**src/rtl/rid_sid_lut.sv**
```systemverilog
module rid_sid_lut #(
  parameter int ENTRIES = 32,
  parameter logic [1:0] CTRL_ID = 2'b00
) (
  input  logic        clk,
  input  logic        rst_n,
  input  logic        reg_wr,
  input  logic [1:0]  reg_addr,
  input  logic [31:0] reg_wdata,
  output logic [31:0] reg_rdata,
  input  logic [15:0] lk_rid,
  output logic        lk_hit,
  output logic [5:0]  lk_sid,
  output logic [7:0]  lk_msi_id
);
  // ENTRIES must be a power of two no larger than 32.
  localparam int IDX_W = (ENTRIES > 1) ? $clog2(ENTRIES) : 1;
  localparam int SID_W = 6;
  localparam int TAG_W = 3;
  localparam int RID_W = 16;
  localparam int FETCH_BIT = 16;

  logic             e_vld [ENTRIES];
  logic [TAG_W-1:0] e_tag [ENTRIES];
  logic [SID_W-1:0] e_sid [ENTRIES];
  logic [RID_W-1:0] e_rid [ENTRIES];
  logic [RID_W-1:0] e_msk [ENTRIES];

  logic             ctl_fetch;
  logic [IDX_W-1:0] ctl_idx;
  logic             sa_vld;
  logic [TAG_W-1:0] sa_tag;
  logic [SID_W-1:0] sa_sid;
  logic [RID_W-1:0] sb_rid;
  logic [RID_W-1:0] sb_msk;

  wire [IDX_W-1:0] w_idx   = reg_wdata[IDX_W-1:0];
  wire             w_fetch = reg_wdata[FETCH_BIT];

  always_ff @(posedge clk or negedge rst_n) begin
    if (!rst_n) begin
      ctl_fetch <= 1'b0;
      ctl_idx   <= '0;
      sa_vld    <= 1'b0;
      sa_tag    <= '0;
      sa_sid    <= '0;
      sb_rid    <= '0;
      sb_msk    <= '0;
      for (int i = 0; i < ENTRIES; i++) begin
        e_vld[i] <= 1'b0;
        e_tag[i] <= '0;
        e_sid[i] <= '0;
        e_rid[i] <= '0;
        e_msk[i] <= '0;
      end
    end else if (reg_wr) begin
      case (reg_addr)
        2'd0: begin
          ctl_fetch <= w_fetch;
          ctl_idx   <= w_idx;
          if (w_fetch) begin
            sa_vld <= e_vld[w_idx];
            sa_tag <= e_tag[w_idx];
            sa_sid <= e_sid[w_idx];
            sb_rid <= e_rid[w_idx];
            sb_msk <= e_msk[w_idx];
          end else begin
            e_vld[w_idx] <= sa_vld;
            e_tag[w_idx] <= sa_tag;
            e_sid[w_idx] <= sa_sid;
            e_rid[w_idx] <= sb_rid;
            e_msk[w_idx] <= sb_msk;
          end
        end
        2'd1: begin
          sa_vld <= reg_wdata[31];
          sa_tag <= reg_wdata[10:8];
          sa_sid <= reg_wdata[5:0];
        end
        2'd2: begin
          sb_rid <= reg_wdata[31:16];
          sb_msk <= reg_wdata[15:0];
        end
        default: ;
      endcase
    end
  end

  always_comb begin
    case (reg_addr)
      2'd0:    reg_rdata = 32'(ctl_idx) | (32'(ctl_fetch) << FETCH_BIT);
      2'd1:    reg_rdata = {sa_vld, 20'b0, sa_tag, 2'b0, sa_sid};
      2'd2:    reg_rdata = {sb_rid, sb_msk};
      default: reg_rdata = 32'b0;
    endcase
  end

  logic [ENTRIES-1:0] match;
  always_comb begin
    lk_hit = 1'b0;
    lk_sid = '0;
    for (int i = ENTRIES - 1; i >= 0; i--) begin
      match[i] = e_vld[i] && (((lk_rid ^ e_rid[i]) & e_msk[i]) == '0);
      if (match[i]) begin
        lk_hit = 1'b1;
        lk_sid = e_sid[i];
      end
    end
  end

  assign lk_msi_id = {CTRL_ID, lk_sid};

  p_load_r3: assert property (@(posedge clk) disable iff (!rst_n)
    (reg_wr && reg_addr == 2'd0 && w_fetch) |=>
      (sa_vld == $past(e_vld[w_idx]) && sa_sid == $past(e_sid[w_idx]) &&
       sb_rid == $past(e_rid[w_idx]) && sb_msk == $past(e_msk[w_idx])));

  p_commit_r4: assert property (@(posedge clk) disable iff (!rst_n)
    (reg_wr && reg_addr == 2'd0 && !w_fetch) |=>
      (e_vld[$past(w_idx)] == $past(sa_vld) && e_sid[$past(w_idx)] == $past(sa_sid) &&
       e_rid[$past(w_idx)] == $past(sb_rid) && e_msk[$past(w_idx)] == $past(sb_msk)));

  p_miss_zero_r8: assert property (@(posedge clk) disable iff (!rst_n)
    !lk_hit |-> (lk_sid == '0));

  p_hit_needs_valid_r6: assert property (@(posedge clk) disable iff (!rst_n)
    lk_hit |-> ($countones(match) > 0));

  p_staging_hold_r2: assert property (@(posedge clk) disable iff (!rst_n)
    !reg_wr |=> ($stable(sb_rid) && $stable(sb_msk) && $stable(sa_vld)));
endmodule

```
**config.mk**
```make
export PLATFORM = sky130hd
export DESIGN_NAME = rid_sid_lut
export DESIGN_NICKNAME = d
export VERILOG_FILES = /design/src/rtl/rid_sid_lut.sv
export SDC_FILE = /design/constraint.sdc
export NUM_CORES = 2
export LEC_CHECK = 0
export BUFFER_PORTS_ARGS = -buffer_cell sky130_fd_sc_hd__buf_2
export CORE_MARGIN = 2
export CORE_UTILIZATION = 58
export DETAILED_ROUTE_END_ITERATION = 7
export PLACE_DENSITY = 0.76
export SETUP_SLACK_MARGIN = 0.3
export SLEW_MARGIN = 20
export SYNTH_ARGS = -nofsm -noshare
export SYNTH_HDL_FRONTEND = slang
export SYNTH_SLANG_ARGS = --single-unit
```
**constraint.sdc**
```tcl
create_clock -name clk -period 3.5 [get_ports clk]
set_input_delay 0.525 -clock clk [delete_from_list [all_inputs] [get_ports clk]]
set_output_delay 0.525 -clock clk [all_outputs]
set_load 0.005 [all_outputs]
```
==> impl_metrics.env <==
export IMPL_status="finished, violations left"
export IMPL_violations="negative setup slack"
export IMPL_insertion_delay_ps=810
export IMPL_fmax_ghz=0.2210
export IMPL_routed_via_density=7.012
export IMPL_dr_pass1_iters=6
export IMPL_finalInstanceArea_um2=86170
export IMPL_cts_buffers=151
export IMPL_powerDensity_nw_per_um2=453.4
export IMPL_final_common_cell="dfrtp_1"
export IMPL_antenna_found_initial=16
export IMPL_cp_max_fo=4
export IMPL_vias=53600
export IMPL_coreArea_um2=124000
export IMPL_worstSetupStartpoint="e_rid[369]"
export IMPL_die_area_um2=128100
export IMPL_synth_xor_area_share_pct=6.173
export IMPL_crit_path_start_kind="flop"
export IMPL_fin_crit_ps=4524
export IMPL_synth_simple_gate_area_share_pct=3.640
export IMPL_relSlewSlack_pct=29.18
export IMPL_fill_cells=8509
export IMPL_wl_per_cell_um=37.30
export IMPL_synth_ff_type="dfrtp_1"
export IMPL_root_buffer="clkbuf_16"
export IMPL_io_pin_count=100
export IMPL_cts_num_sinks=1392
export IMPL_clkSlewWorstSetupHoldPaths_ps=60
export IMPL_htree_num_levels=4
export IMPL_leakage_nw=42.36
export IMPL_grt_max_degree=109
export IMPL_rr_worst_depth=9
export IMPL_final_nets=5934
export IMPL_rrSetupSlack_ps=450
export IMPL_gp_congestion=1.061
export IMPL_grt_total_usage_pct=45.03
export IMPL_hold_viol=0
export IMPL_synth_seq_area_share_pct=47.95
export IMPL_tns_ps=-10860
export IMPL_synth_area_um2=72640
export IMPL_die_h_um=357.9
export IMPL_synth_fa_ha_area_share_pct=0
export IMPL_rr_startpoint="e_rid[14]"
export IMPL_avgSynthCellArea_um2=13.48
export IMPL_async_reset_ff_share_pct=100.0
export IMPL_cts_max_path_buffers=3
export IMPL_start_util_pct=58.60
export IMPL_ys_types=78
export IMPL_synth_warning_count=0
export IMPL_synth_seq_cells=1392
export IMPL_drc=0
export IMPL_fin_crit_sh_pct=129.3
export IMPL_dp_hpwl_mm=204.6
export IMPL_grt_pass1_wl_mm=405.2
export IMPL_cts_tree="built"
export IMPL_synth_top_family_by_area="multiplexers"
export IMPL_hp_class="input port to flop"
export IMPL_synth_edf_count=0
export IMPL_final_cell_mix="dfrtp_1 (1388), mux2_2 (1355), buf_4 (605)"
export IMPL_cap_violations=0
export IMPL_syn_to_final_growth_pct=18.63
export IMPL_layout_drive_gt1_share_pct=48.87
export IMPL_cp_end_kind="output pin"
export IMPL_die_width_um=357.9
export IMPL_crit_path_end="lk_sid[4]"
export IMPL_synthMuxAreaShare_pct=32.70
export IMPL_grt_ovfl_total=0
export IMPL_slew_viol_final=0
export IMPL_routed_wirelength_mm=285.1
export IMPL_port_buffers=97
export IMPL_tightestPinTransition_ps=1062
export IMPL_rsz0062_at_grt="true"
export IMPL_fin_total_pwr_mw=39.07
export IMPL_row_count=129
export IMPL_required_ps=2970
export IMPL_grt_pass1_vias=53840
export IMPL_skew_ps=24.18
export IMPL_ir_drop_mv=0.4955
export IMPL_dpl_cell_area_um2=80070
export IMPL_drt_initial_drc_count=7444
export IMPL_netlist_instances=5388
export IMPL_final_core_util_pct=69.52
export IMPL_ant_nets=0
export IMPL_r2r_end="sb_rid[14]"
export IMPL_crit_type="flop to output pin"
export IMPL_worstPathArrival_ps=4000
export IMPL_synth_compound_area_share_pct=6.406
export IMPL_setup_viol=13
export IMPL_fin_ws_ps=-1024
## report_power, final
part | total (mW) | switching, mW | internal, mW
Combinational | 5.06 | 3.24 | 1.82
Clock | 16.8 | 6.94 | 9.89
Sequential | 17.2 | 0.601 | 16.6
Total | 39.1 | 10.8 | 28.3
## layer usage
layer / share of wire [%] / global-route usage (%) / wire length [um]
met1: 37 / 59.50 / 105200
met2: 42 / 63.18 / 120600
met3: 13 / 15.75 / 36760
met4: 7.9 / 29.32 / 22510
met5: 0.016 / 0 / 45
## registers in the layout (all words and copies together), names as in the netlist, 3 cells and up
register,cells
sa_tag,3
e_vld,32
e_tag,96
e_msk,512
e_sid,192
sb_msk,16
sb_rid,16
sa_sid,6
e_rid,512
ctl_idx,5
## synth_stat cells, drive strengths merged (19+ instances only)
cell type / instances / area share (%)
buf: 238 / 1.6
xor2: 512 / 6.2
o221ai: 21 / 0.25
mux4: 345 / 11
a22oi: 273 / 2.8
a21oi: 83 / 0.57
nand2: 216 / 1.1
nand4: 71 / 0.61
clkbuf: 249 / 1.3
o211ai: 19 / 0.20
mux2i: 49 / 0.68
a22o: 22 / 0.27
nand3: 27 / 0.19
mux2: 1376 / 21
o21ai: 115 / 0.79
dfrtp: 1392 / 48
and3: 26 / 0.22
nor2: 60 / 0.31
inv: 36 / 0.19
nor3: 38 / 0.29
## cell families after synthesis
family                    Yosys count
muxes                            1770
DFF                              1392
AOI/OAI and AO/OA                 655
and+or+nand+nor                   532
buffers and inverters             526
xor gates and xnor gates          512
other                               1
## final cells by class
cell class / instances / area [um^2] / share of cell area (%)
tap: 1637 / 2048 / 2.377
inverter: 39 / 146.4 / 0.1699
timing repair buffer: 826 / 7441 / 8.635
antenna: 3 / 7.507 / 0.008712
multi-input combinational: 3471 / 36530 / 42.39
clock buffer: 224 / 4511 / 5.234
clock inverter: 52 / 655.6 / 0.7608
sequential: 1392 / 34840 / 40.43
## how the worst min path moves through the flow
stage | startpoint | end | slack, ps | cells after the start
final | reg_wdata[12] | sb_msk[12] | 30 | 3
after global routing | reg_wdata[30] | sb_rid[14] | 30 | 3
after CTS | reg_wdata[30] | sb_rid[14] | 7 | 3
after detailed placement | ctl_fetch | ctl_fetch | 460 | 2
after global placement | ctl_fetch | ctl_fetch | 460 | 2
after floorplan | rst_n | ctl_fetch | 230 | 0
## critical path: stages (launching register included)
cell	delay [ps]
dfrtp_1	390
xor2_1	140
a22oi_1	200
buf_4	170
nand4_1	200
a2111oi_4	460
clkbuf_16	240
or3b_4	390
a31oi_4	160
o21ai_2	80
o211ai_1	310
o31ai_4	160
buf_6	170
buf_6	110
## metrics by stage
step	worst slack, ps	cells	hold slack (ps)
after global routing	-1045	7641	32.36
after floorplan	-55.35	5389	229.4
after global placement	-1564	7339	457.6
after detailed placement	-1378	7339	462.5
after CTS	-1019	7636	7.206
final	-1024	7644	31.93
## what timing repair did
item	in CTS	in global routing
endpoints found under the hold margin	56	0
pin swaps	49	28
buffers inserted	16	5
endpoints found under the setup margin	13	13
hold buffers	5	0
resized for setup	80	58
Power figures use the tool's default switching activity.
